**src/rtl/icap_pkg.sv**
```systemverilog
// Package: shared types and defaults for the input capture unit.
// Assumes: nothing beyond a single timer clock domain.
package icap_pkg;
    localparam int unsigned ICAP_CNT_W   = 16;
    localparam int unsigned ICAP_STAGES  = 2;

    // Trigger polarity encoding as seen on the edge_rise input.
    typedef enum logic {
        POL_FALL = 1'b0,
        POL_RISE = 1'b1
    } icap_pol_e;

    // Returns 1 when the transition from prev to curr matches the polarity.
    function automatic logic icap_edge_match(icap_pol_e pol, logic prev, logic curr);
        return (pol == POL_RISE) ? (curr & ~prev) : (~curr & prev);
    endfunction
endpackage

```
**src/rtl/icap_sync.sv**
```systemverilog
// Module: icap_sync
// Resamples an asynchronous level into the clock domain with a flop chain.
// Assumes: STAGES >= 2; reset value of every stage is 0.
module icap_sync #(
    parameter int unsigned STAGES = 2
) (
    input  logic clk,
    input  logic rst_n,
    input  logic async_in,
    output logic sync_out
);
    logic [STAGES-1:0] chain;

    // Shift the raw level through the chain, one stage per clock.
    always_ff @(posedge clk) begin
        if (!rst_n) begin
            chain <= '0;
        end else begin
            chain <= {chain[STAGES-2:0], async_in};
        end
    end

    assign sync_out = chain[STAGES-1];
endmodule

```
**src/rtl/icap_edge.sv**
```systemverilog
// Module: icap_edge
// Finds the selected edge on a synchronized level and gates it with enable.
// Assumes: level_in is already in the clk domain; previous sample resets to 0.
module icap_edge
    import icap_pkg::*;
(
    input  logic clk,
    input  logic rst_n,
    input  logic level_in,
    input  logic pol_rise,
    input  logic enable,
    output logic trig
);
    logic      prev_lvl;
    icap_pol_e pol;

    // Remember the last synchronized sample for edge comparison.
    always_ff @(posedge clk) begin
        if (!rst_n) begin
            prev_lvl <= 1'b0;
        end else begin
            prev_lvl <= level_in;
        end
    end

    // Decode the polarity and qualify the detected edge.
    always_comb begin
        pol  = pol_rise ? POL_RISE : POL_FALL;
        trig = enable & icap_edge_match(pol, prev_lvl, level_in);
    end
endmodule

```
**src/rtl/icap_store.sv**
```systemverilog
// Module: icap_store
// Holds the capture register and the capture flag.
// Assumes: trig is a single-cycle strobe; a capture outranks software actions.
module icap_store #(
    parameter int unsigned W = 16
) (
    input  logic         clk,
    input  logic         rst_n,
    input  logic         trig,
    input  logic [W-1:0] cnt_val,
    input  logic         wr_en,
    input  logic [W-1:0] wr_data,
    input  logic         clr,
    output logic [W-1:0] value,
    output logic         flag
);
    // Load the counter on capture, else accept a software write.
    always_ff @(posedge clk) begin
        if (!rst_n) begin
            value <= '0;
        end else if (trig) begin
            value <= cnt_val;
        end else if (wr_en) begin
            value <= wr_data;
        end
    end

    // Set the flag on capture, else honour a write-one clear.
    always_ff @(posedge clk) begin
        if (!rst_n) begin
            flag <= 1'b0;
        end else if (trig) begin
            flag <= 1'b1;
        end else if (clr) begin
            flag <= 1'b0;
        end
    end
endmodule

```
**src/rtl/icap_unit.sv**
```systemverilog
// Module: icap_unit (top)
// Timer input capture: synchronizer, edge detector, register/flag, interrupt.
// Assumes: counter, prescaler and waveform logic live outside this block.
module icap_unit
    import icap_pkg::*;
#(
    parameter int unsigned CNT_W  = ICAP_CNT_W,
    parameter int unsigned STAGES = ICAP_STAGES
) (
    input  logic             clk,
    input  logic             rst_n,
    input  logic [CNT_W-1:0] cnt_val,
    input  logic             cap_pin,
    input  logic             edge_rise,
    input  logic             irq_en,
    input  logic             top_mode,
    input  logic             sw_wr_en,
    input  logic [CNT_W-1:0] sw_wr_data,
    input  logic             flag_clr,
    output logic [CNT_W-1:0] cap_reg,
    output logic             cap_flag,
    output logic             cap_irq
);
    logic pin_sync;
    logic cap_trig;

    icap_sync #(.STAGES(STAGES)) u_sync (
        .clk      (clk),
        .rst_n    (rst_n),
        .async_in (cap_pin),
        .sync_out (pin_sync)
    );

    // Capture is disconnected while the register serves as TOP.
    icap_edge u_edge (
        .clk      (clk),
        .rst_n    (rst_n),
        .level_in (pin_sync),
        .pol_rise (edge_rise),
        .enable   (~top_mode),
        .trig     (cap_trig)
    );

    icap_store #(.W(CNT_W)) u_store (
        .clk     (clk),
        .rst_n   (rst_n),
        .trig    (cap_trig),
        .cnt_val (cnt_val),
        .wr_en   (sw_wr_en),
        .wr_data (sw_wr_data),
        .clr     (flag_clr),
        .value   (cap_reg),
        .flag    (cap_flag)
    );

    // Interrupt request is the flag qualified by its enable.
    assign cap_irq = cap_flag & irq_en;
endmodule

```
**config.mk**
```make
export PLATFORM = sky130hd
export DESIGN_NAME = icap_unit
export DESIGN_NICKNAME = d
export VERILOG_FILES = /design/src/rtl/icap_pkg.sv /design/src/rtl/icap_sync.sv /design/src/rtl/icap_edge.sv /design/src/rtl/icap_store.sv /design/src/rtl/icap_unit.sv
export SDC_FILE = /design/constraint.sdc
export NUM_CORES = 1
export LEC_CHECK = 0
export CAP_MARGIN = 10
export CORE_MARGIN = 2
export CORE_UTILIZATION = 60
export CTS_CLUSTER_DIAMETER = 120
export DETAILED_ROUTE_END_ITERATION = 7
export DONT_BUFFER_PORTS = 1
export PLACE_DENSITY = 0.76
export SLEW_MARGIN = 20
export SYNTH_ARGS = -nofsm -noshare
export SYNTH_HDL_FRONTEND = slang
export SYNTH_SLANG_ARGS = --single-unit
```
**constraint.sdc**
```tcl
create_clock -name clk -period 3.34 [get_ports clk]
set_input_delay 0.167 -clock clk [delete_from_list [all_inputs] [get_ports clk]]
set_output_delay 0.167 -clock clk [all_outputs]
set_load 0.02 [all_outputs]
```
==> results of run 1 <==
final cells by class:
class / count / area [um^2] / share of cell area, %
clock buffers: 3 / 22.5 / 2.04
multi-input cells: 73 / 542 / 49.0
flip-flops and latches: 20 / 400 / 36.2
repair buffers: 12 / 120 / 10.9
well taps: 16 / 20.0 / 1.81
metrics by stage:
stage,utilization [%],cell area [um^2]
6_report,71.7,1100
5_1_grt,71.7,1100
4_1_cts,70.4,1080
3_5_place_dp,62.4,962
3_3_place_gp,62.4,962
2_1_floorplan,-,1010
worst max path at each step:
| stage | start | end | slack, ps | cells past startpoint |
|---|---|---|---|---|
| floorplan | u_sync.chain[1]$_SDFF_PN0_ | u_store.value[0]$_SDFFE_PN0P_ | 2180 | 4 |
| global placement | u_edge.prev_lvl$_SDFF_PN0_ | u_store.value[1]$_SDFFE_PN0P_ | 2020 | 3 |
| detailed placement | u_edge.prev_lvl$_SDFF_PN0_ | u_store.value[10]$_SDFFE_PN0P_ | 1970 | 3 |
| CTS | u_edge.prev_lvl$_SDFF_PN0_ | u_store.value[10]$_SDFFE_PN0P_ | 1960 | 3 |
| global route | u_edge.prev_lvl$_SDFF_PN0_ | u_store.value[4]$_SDFFE_PN0P_ | 1870 | 3 |
| finish | u_edge.prev_lvl$_SDFF_PN0_ | u_store.value[12]$_SDFFE_PN0P_ | 1970 | 3 |
where the power goes:
part,total (mW),internal [mW],switching [mW]
registers,0.285,0.256,0.0297
clock network,0.109,0.0419,0.0669
logic,0.0493,0.0327,0.0166
cell usage after synthesis:
master	count
sky130_fd_sc_hd__a21boi_0	1
sky130_fd_sc_hd__and2_1	4
sky130_fd_sc_hd__and4bb_4	1
sky130_fd_sc_hd__buf_12	1
sky130_fd_sc_hd__buf_2	4
sky130_fd_sc_hd__buf_6	1
sky130_fd_sc_hd__clkbuf_1	1
sky130_fd_sc_hd__dfxtp_1	20
sky130_fd_sc_hd__dlymetal6s2s_1	1
sky130_fd_sc_hd__mux2i_1	16
sky130_fd_sc_hd__nand2_1	16
sky130_fd_sc_hd__nand2b_1	8
sky130_fd_sc_hd__nor2_4	1
sky130_fd_sc_hd__nor4b_4	1
sky130_fd_sc_hd__o211ai_1	16
sky130_fd_sc_hd__or2b_1	9
layer usage:
metal  share of wire, %  GRT usage, %  vias up
met5                  0             0        -
met3                8.7          4.80        4
met4                1.4          8.82        0
met1                 40          20.2      332
li1                   -             -      367
met2                 49          31.1       35
logic make-up (layout without fill, tap and decap cells):
| group | after synthesis | count (layout) |
|---|---|---|
| AND/OR/NAND/NOR | 40 | 40 |
| buffers and inverters | 8 | 15 |
| multiplexers | 16 | 16 |
| flip-flops | 20 | 20 |
| AO/OA/AOI/OAI | 17 | 17 |
state kept, by name (all words and copies together), names as in the netlist:
signal,cells
u_edge.prev_lvl,1
u_store.flag,1
u_sync.chain,2
u_store.value,16
critical path: stages, from the launching register on:
cell,delay (ps)
sky130_fd_sc_hd__dfxtp_1,340
sky130_fd_sc_hd__and4bb_4,230
sky130_fd_sc_hd__nor2_4,470
sky130_fd_sc_hd__mux2i_1,250
what timing repair did:
action	in CTS	in global routing
hold endpoints to repair	11	2
buffers inserted	0	0
hold buffers	10	2
==> results.md, run 1 <==
* Avg WL per Cell at 14.5 um
* Total iterations of the first detailed-routing run at 2
* Count of final setup violators at 0
* Largest net degree at the start of global routing at 35
* Dominant combinational cell family by area after synthesis: simple AND/OR/NAND/NOR gates
* Share of layout cells above drive strength 1 at 5.56%
* Detailed placer's ending HPWL at 1110 um
* Max Clock Freq at 733 MHz
* VDD IR max at 0.228 mV
* Reg-to-Reg Start: u_edge.prev_lvl$_SDFF_PN0_
* Post-Synthesis Cells at 101
* GPL Wtd Cong at 0.610
* Count of yosys warnings during synthesis at 0
* Number of instances on the worst hold path at 2
* CP startpoint kind: register
* Max transition margin at 59.9%
* Clock transition at the registers of the reported paths at 100 ps
* Leading cell type in the layout, fill and taps excluded: sky130_fd_sc_hd__dfxtp_1
* Pleak at 0.509 nW
* Share of the synthesized area in compound gates (AO/OA/AOI/OAI) at 12.6%
* Final worst path period need at 1370 ps
* Nets in the synthesized netlist at 141
* Slew at the pin closest to its max-slew limit at 600 ps
* Adder and majority gate portion of the synthesized area at 0%
* Die area at 2030 um^2
* Internal reg-to-reg setup slack at 1970 ps
* Floorplan die width at 45.0 um
* Clock root cell: sky130_fd_sc_hd__clkbuf_4
* Number of cells on the worst reg-to-reg path at 3
* Clock skew at 1.06 ps
* Area of the core region at 1540 um^2
* All-Layer GR Usage at 18.0%
* Setup repair after global routing missed its margin: false
* Number of buffers added by the clock tree synthesis step at 3
* Biggest area contributors in the synthesized netlist: sky130_fd_sc_hd__dfxtp_1 (40%), sky130_fd_sc_hd__mux2i_1 (16%), sky130_fd_sc_hd__o211ai_1 (12%)
* Final worst-path setup slack at 1970 ps
* Routed via count divided by cell count at 5.95
* Arrival time worst endpoint at 1590 ps
* Non-filler instance count after layout at 124
* Xor/xnor cell area share of the yosys netlist at 0%
* Number of H-tree levels at 1
* Synthesized-area fraction occupied by and/or/nand/nor cells at 25.2%
* Crit path required time at 3560 ps
* Number of pins with negative max-slew slack in the final report at 0
* HP Class: input pin to register
* Clock Path Buffers at 2
* FILL cells at 114
* Cell count after placement at 109
* Number of distinct library cells after synthesis at 16
* Iter 0 DRT Violations at 5
* Yosys top cell by area: sky130_fd_sc_hd__dfxtp_1
* Number of vias after detailed routing at 738
* Clock sink count at 20
* Effective utilization at floorplan at 65.5%
* Sequential-to-total area share from yosys stat at 39.7%
* Area growth from synthesis to layout at 9.42%
* Tcrit/Tclk final at 40.9%
* Via count of the first global-routing pass at 658
* Post-Synthesis Cell Area at 1010 um^2
* Number of core rows at 14
* Wire length of the first global-routing pass at 2630 um
* Total number of nets in the final design at 150
* # port buffers at 0
* Clock insertion delay at the later pin of the skew report at 290 ps
* R2R Path End: u_store.value[12]$_SDFFE_PN0P_
* Worst Min Path Start: cnt_val[0]
* End point of the worst hold path: u_store.value[0]$_SDFFE_PN0P_
* Total Routed Length at 1800 um
* Yosys top cell area share at 39.7%
* Initial antenna violation count at 0
* Number of nets with antenna violations after detailed routing at 0
* Number of diodes at 0
* Number of ports placed on the die boundary at 58
* Total of max-cap violations at 0
* Post-placement setup slack at 1970 ps
* Most frequent cells in the layout: sky130_fd_sc_hd__dfxtp_1 (20), sky130_fd_sc_hd__nand2_1 (16), sky130_fd_sc_hd__o211ai_1 (16), sky130_fd_sc_hd__mux2i_1 (16), sky130_fd_sc_hd__dlygate4sd3_1 (12)
* Final hold violation count at 0
* CTS tree: done
* Start-to-end type of the worst setup path: register to register
* Total congestion overflow at 0
* Biggest fanout along the worst timing path at 17
* Number of resized instances in the post-cts repair step at 0
* Post-synthesis mux area share at 15.9%
* Type of destination of the critical path: register
* Final-layout setup total negative slack at 0 ps
* Post-route worst hold slack at 6.70 ps
* Die Y at 45.0 um
* Post-synthesis average cell area at 10.0 um^2
* Overall power consumption at 444 uW
* Run status: finished, final reports clean
* Power Dens Cells at 401 nW/um^2
* Drc violations at 0
* Post-synthesis register bit count at 20
Note: power is estimated with default switching activity, not from simulation.
==> run 2, diff against run 1 <==
==> constraint.sdc (replaced) <==
create_clock -name clk -period 1.4 [get_ports clk]
set_input_delay 0.07 -clock clk [delete_from_list [all_inputs] [get_ports clk]]
set_output_delay 0.07 -clock clk [all_outputs]
set_load 0.02 [all_outputs]
==> run 2 against run 1 <==
Cell area up 18%. Combinational power rose to 3.6 times the previous value. Worst setup slack worse by 1800 ps. Worst hold slack worse by 2.4 ps. Clock power rose to 3.0 times the previous value. Non-clock buffer count up 17. Utilization up 13 points. Total power rose to 2.7 times the previous value. Die area unchanged. Register-to-register slack worse by 1800 ps. Routed wire length up 27%. Via count up 11%.
==> results.md, run 2 (same netlist as run 1, synthesis figures left out) <==
* Effective utilization at floorplan at 65.5%
* CP startpoint kind: input pin
* Clock transition at the registers of the reported paths at 110 ps
* Number of core rows at 14
* Crit path required time at 1620 ps
* Max Clock Freq at 846 MHz
* Total number of nets in the final design at 167
* Final-layout setup total negative slack at 0 ps
* Area of the core region at 1540 um^2
* Die area at 2030 um^2
* Routed via count divided by cell count at 5.78
* Cell area after layout at 1300 um^2
* Number of pins with negative max-slew slack in the final report at 0
* Drc violations at 0
* CTS tree: done
* Number of diodes at 0
* Slew at the pin closest to its max-slew limit at 921 ps
* Post-placement setup slack at 44.2 ps
* Die Y at 45.0 um
* Total Routed Length at 2290 um
* Sw Ratio at 26.1%
* Total of max-cap violations at 0
* Final hold violation count at 0
* Top Registers: u_store.value: 16 flops, u_sync.chain: 2 flops
* Number of nets with antenna violations after detailed routing at 0
* Avg WL per Cell at 16.1 um
* Final worst path period need at 1180 ps
* Iter 0 DRT Violations at 9
* Floorplan die width at 45.0 um
* Internal power of the cells at 877 uW
* Cell count after placement at 109
* Biggest fanout along the worst timing path at 17
* Clock Path Buffers at 2
* GPL Wtd Cong at 0.609
* Largest net degree at the start of global routing at 29
* Reg power frac at 57.5%
* Number of H-tree levels at 1
* Share of layout cells above drive strength 1 at 6.35%
* Wire length of the first global-routing pass at 3620 um
* Run status: finished, final reports clean
* Pleak at 0.598 nW
* Area after DPL at 962 um^2
* Total congestion overflow at 0
* Detailed placer's ending HPWL at 1160 um
* Setup repair after global routing missed its margin: false
* Part of the power in combinational logic at 14.8%
* Largest register FFs at 16
* # port buffers at 0
* Leading cell type in the layout, fill and taps excluded: sky130_fd_sc_hd__dlygate4sd3_1
* Max transition margin at 38.6%
* Area growth from synthesis to layout at 28.9%
* Total iterations of the first detailed-routing run at 4
* Clock skew at 2.32 ps
* Number of ports placed on the die boundary at 58
* Tcrit/Tclk final at 84.4%
* Via count of the first global-routing pass at 898
* Clock sink count at 20
* Arrival time worst endpoint at 1400 ps
* All-Layer GR Usage at 24.6%
* Count of final setup violators at 0
* Initial antenna violation count at 0
* VDD IR max at 0.756 mV
* Final worst-path setup slack at 218 ps
* Biggest register: u_store.value
* Clock group share of total power at 27.6%
* Number of buffers added by the clock tree synthesis step at 3
* Most frequent cells in the layout: sky130_fd_sc_hd__dlygate4sd3_1 (27), sky130_fd_sc_hd__dfxtp_1 (20), sky130_fd_sc_hd__nand2_1 (16), sky130_fd_sc_hd__o211ai_1 (16), sky130_fd_sc_hd__mux2i_1 (16)
* HP Class: input pin to register
* Type of destination of the critical path: register
* Power Dens Cells at 912 nW/um^2
* Start-to-end type of the worst setup path: input pin to register
* Clock root cell: sky130_fd_sc_hd__clkbuf_4
* Non-filler instance count after layout at 142
* Clock insertion delay at the later pin of the skew report at 290 ps
* Net load switching power at 310 uW
* Number of vias after detailed routing at 821
run 2: changes by cell type in the layout (fill, tap and decap cells not counted):
| cell | delta |
|---|---|
| sky130_fd_sc_hd__dlygate4sd3_1 | +15 |
| sky130_fd_sc_hd__buf_12 | +1 |
| sky130_fd_sc_hd__clkbuf_8 | +1 |
| sky130_fd_sc_hd__dlymetal6s4s_1 | +1 |
run 2: worst paths after layout:
path | from | slack [ps] | cells past startpoint | endpoint
max | sw_wr_en | 220 | 3 | u_store.value[2]$_SDFFE_PN0P_
min | sw_wr_en | 4 | 3 | u_store.value[6]$_SDFFE_PN0P_
max reg2reg | u_edge.prev_lvl$_SDFF_PN0_ | 220 | 4 | u_store.value[14]$_SDFFE_PN0P_
min reg2reg | u_sync.chain[0]$_SDFF_PN0_ | 460 | 1 | u_sync.chain[1]$_SDFF_PN0_
run 2: repair_timing:
| item | CTS | global route |
|---|---|---|
| hold buffers | 27 | 1 |
| hold endpoints to repair | 20 | 1 |
| gates resized for setup | 0 | 1 |
| endpoints found under the setup margin | 0 | 17 |
| buffers inserted | 0 | 1 |
run 2: stage by stage:
stage	hold WS (ps)	total power [mW]	util [%]
final	4.30	1.19	84.4
after global routing	1.38	1.24	84.4
after CTS	0.657	1.19	82.3
after detailed placement	198	0.786	62.4
after global placement	196	0.782	62.4
after floorplan	197	0.799	-
run 2: power by group through the flow:
stage | clock (mW) | combinational [mW] | sequential (mW)
6_report | 0.328 | 0.176 | 0.683
5_1_grt | 0.359 | 0.194 | 0.688
4_1_cts | 0.339 | 0.165 | 0.683
3_5_place_dp | 0 | 0.0905 | 0.695
3_3_place_gp | 0 | 0.0867 | 0.695
2_1_floorplan | 0 | 0.110 | 0.689
run 2: area by class of cell:
class | instances | area [um^2]
clock buffers | 4 | 36.3
multi-input cells | 73 | 542
repair buffers | 29 | 303
well taps | 16 | 20.0
flip-flops and latches | 20 | 400
fillers | 96 | 240
run 2: critical path, stage by stage:
cell	delay [ps]
sky130_fd_sc_hd__dlygate4sd3_1	950
sky130_fd_sc_hd__o211ai_1	170
sky130_fd_sc_hd__mux2i_1	210
run 2: metal layers:
| metal | track usage (%) | wire length (um) | share of wire (%) |
|---|---|---|---|
| met5 | 0 | 0 | 0 |
| met2 | 48.9 | 1210 | 53 |
| met3 | 5.20 | 167 | 7.3 |
| met1 | 24.4 | 898 | 39 |
| met4 | 8.82 | 10 | 0.44 |
==> run 3, diff against run 2 <==
==> constraint.sdc (replaced) <==
create_clock -name clk -period 1.1 [get_ports clk]
set_input_delay 0.055 -clock clk [delete_from_list [all_inputs] [get_ports clk]]
set_output_delay 0.055 -clock clk [all_outputs]
set_load 0.02 [all_outputs]
==> run 3 against run 2 <==
The run now ends with hold timing, setup timing left. Global-route usage increased by 1.7 points. Highest routed layer unchanged. Clock skew increased by 1.1 ps. Clock power increased by 88%. Cell area increased by 4.9%. Combinational power increased by 22%. Largest power group unchanged. Worst setup slack got worse by 270 ps.
==> results.md, run 3 (same netlist as run 1, synthesis figures left out) <==
* Run status: finished, violations left
* Failing checks: hold timing, setup timing
* Area of the core region at 1540 um^2
* Biggest register: u_store.value
* Iter 0 DRT Violations at 3
* Routed via count divided by cell count at 5.75
* Pleak at 0.604 nW
* Top Registers: u_store.value: 16 flops, u_sync.chain: 2 flops
* Type of destination of the critical path: register
* Area growth from synthesis to layout at 35.2%
* Busiest layer in global routing: met2
* CTS tree: done
* Final worst-path setup slack at -56.1 ps
* Post-route worst hold slack at -135 ps
* Die area at 2030 um^2
* VDD IR max at 0.901 mV
* Cell count after placement at 110
* Total iterations of the first detailed-routing run at 5
* Total Routed Length at 2490 um
* Leading cell type in the layout, fill and taps excluded: sky130_fd_sc_hd__dlygate4sd3_1
* Max transition margin at 81.0%
* Total congestion overflow at 0
* Power Dens Cells at 1250 nW/um^2
* Via count of the first global-routing pass at 848
* Number of core rows at 14
* Grt met2 use at 47.7%
* GRT met3 Usage at 9.20%
* FILL cells at 74
* Count of final setup violators at 13
* Slew at the pin closest to its max-slew limit at 285 ps
* Clock root cell: sky130_fd_sc_hd__clkbuf_4
* HP Class: input pin to register
* Clock transition at the registers of the reported paths at 120 ps
* Clock insertion delay at the later pin of the skew report at 310 ps
* Final-layout setup total negative slack at -246 ps
* Crit path max-delay cell type: sky130_fd_sc_hd__dfxtp_2
* Critical path, cell by cell: and4bb_4 > nor2_4 > buf_12 > mux2i_1
* Max Clock Freq at 865 MHz
* Arrival time worst endpoint at 1400 ps
* Setup repair after global routing missed its margin: true
* Number of vias after detailed routing at 845
* Effective utilization at floorplan at 65.5%
* CP startpoint kind: register
* Clock sink count at 20
* Floorplan die width at 45.0 um
* Detailed placer's ending HPWL at 1200 um
* Start-to-end type of the worst setup path: register to register
* Area after DPL at 971 um^2
* Total of max-cap violations at 0
* Final worst path period need at 1160 ps
* Number of ports placed on the die boundary at 58
* Largest register FFs at 16
* Number of buffers added by the clock tree synthesis step at 3
* Post-placement setup slack at -264 ps
* # port buffers at 0
* Wire length of the first global-routing pass at 3810 um
* Number of nets with antenna violations after detailed routing at 0
* Share of layout cells above drive strength 1 at 8.40%
* Non-filler instance count after layout at 147
* Most frequent cells in the layout: sky130_fd_sc_hd__dlygate4sd3_1 (32), sky130_fd_sc_hd__dfxtp_1 (18), sky130_fd_sc_hd__nand2_1 (16), sky130_fd_sc_hd__o211ai_1 (16), sky130_fd_sc_hd__mux2i_1 (16)
* Biggest fanout along the worst timing path at 17
* Cell area after layout at 1370 um^2
* Die Y at 45.0 um
* Number of hold buffers added after cts at 33
* Total number of nets in the final design at 172
* Final hold violation count at 19
* Met1 global-route usage at 26.6%
* Initial antenna violation count at 0
* CP max stage delay at 340 ps
* Clock skew at 3.38 ps
* Avg WL per Cell at 16.9 um
* Final core utilization at 88.6%
* Clock Path Buffers at 2
* Number of H-tree levels at 1
* Number of pins with negative max-slew slack in the final report at 0
* Crit path required time at 1340 ps
* Tcrit/Tclk final at 105%
* Drc violations at 0
* Largest net degree at the start of global routing at 37
* GPL Wtd Cong at 0.603
* Number of diodes at 0
* Overall power consumption at 1.70 mW
* All-Layer GR Usage at 26.4%
-- run 3: cell count changes in the layout (fill, tap and decap cells not counted) --
cell / previous run / this run
sky130_fd_sc_hd__dlymetal6s4s_1: 1 / 0
sky130_fd_sc_hd__dfxtp_1: 20 / 18
sky130_fd_sc_hd__bufinv_16: 0 / 1
sky130_fd_sc_hd__clkbuf_8: 1 / 0
sky130_fd_sc_hd__dlygate4sd3_1: 27 / 32
sky130_fd_sc_hd__dfxtp_2: 0 / 2
sky130_fd_sc_hd__buf_4: 0 / 1
-- run 3: final timing paths --
path / start / to / slack (ps) / depth (start not counted)
worst max register to register: u_edge.prev_lvl$_SDFF_PN0_ / u_store.value[3]$_SDFFE_PN0P_ / -60 / 4
worst min register to register: u_sync.chain[0]$_SDFF_PN0_ / u_sync.chain[1]$_SDFF_PN0_ / 470 / 1
worst min-delay path: rst_n / u_sync.chain[1]$_SDFF_PN0_ / -140 / 1
worst max-delay path: u_edge.prev_lvl$_SDFF_PN0_ / u_store.value[3]$_SDFFE_PN0P_ / -60 / 4
-- run 3: critical path: cells and delay by family, from the launching register on --
kind                   cells  cell delay (ps)
flip-flops                 1              340
AND/OR/NAND/NOR            2              350
multiplexers               1              230
buffers and inverters      1              170
-- run 3: metal layers --
| layer | vias up | wire length, um |
|---|---|---|
| li1 | 413 | - |
| met1 | 384 | 926 |
| met2 | 42 | 1320 |
| met3 | 6 | 186 |
| met4 | 0 | 52 |
| met5 | - | 0 |
-- run 3: where the power goes --
group          total (mW)  switching (mW)  leakage [nW]  internal (mW)
clock network       0.618           0.249        0.0279          0.369
registers           0.872          0.0943         0.167          0.777
logic               0.215          0.0652         0.409          0.150
total                1.70           0.409         0.604           1.30
-- run 3: repair_timing --
action	in CTS	in global routing
gates resized for setup	1	0
setup endpoints to repair	17	17
buffers inserted	1	0
cloned	0	0
pin swaps	1	0
hold endpoints to repair	20	19
-- run 3: layout make-up --
| cell class | instances | area, um^2 | area share (%) |
|---|---|---|---|
| flip-flops and latches | 20 | 403 | 29.5 |
| clock buffers | 3 | 22.5 | 1.65 |
| well taps | 16 | 20.0 | 1.47 |
| repair buffers | 34 | 348 | 25.5 |
| multi-input cells | 73 | 542 | 39.7 |
| clock inverters | 1 | 30.0 | 2.20 |
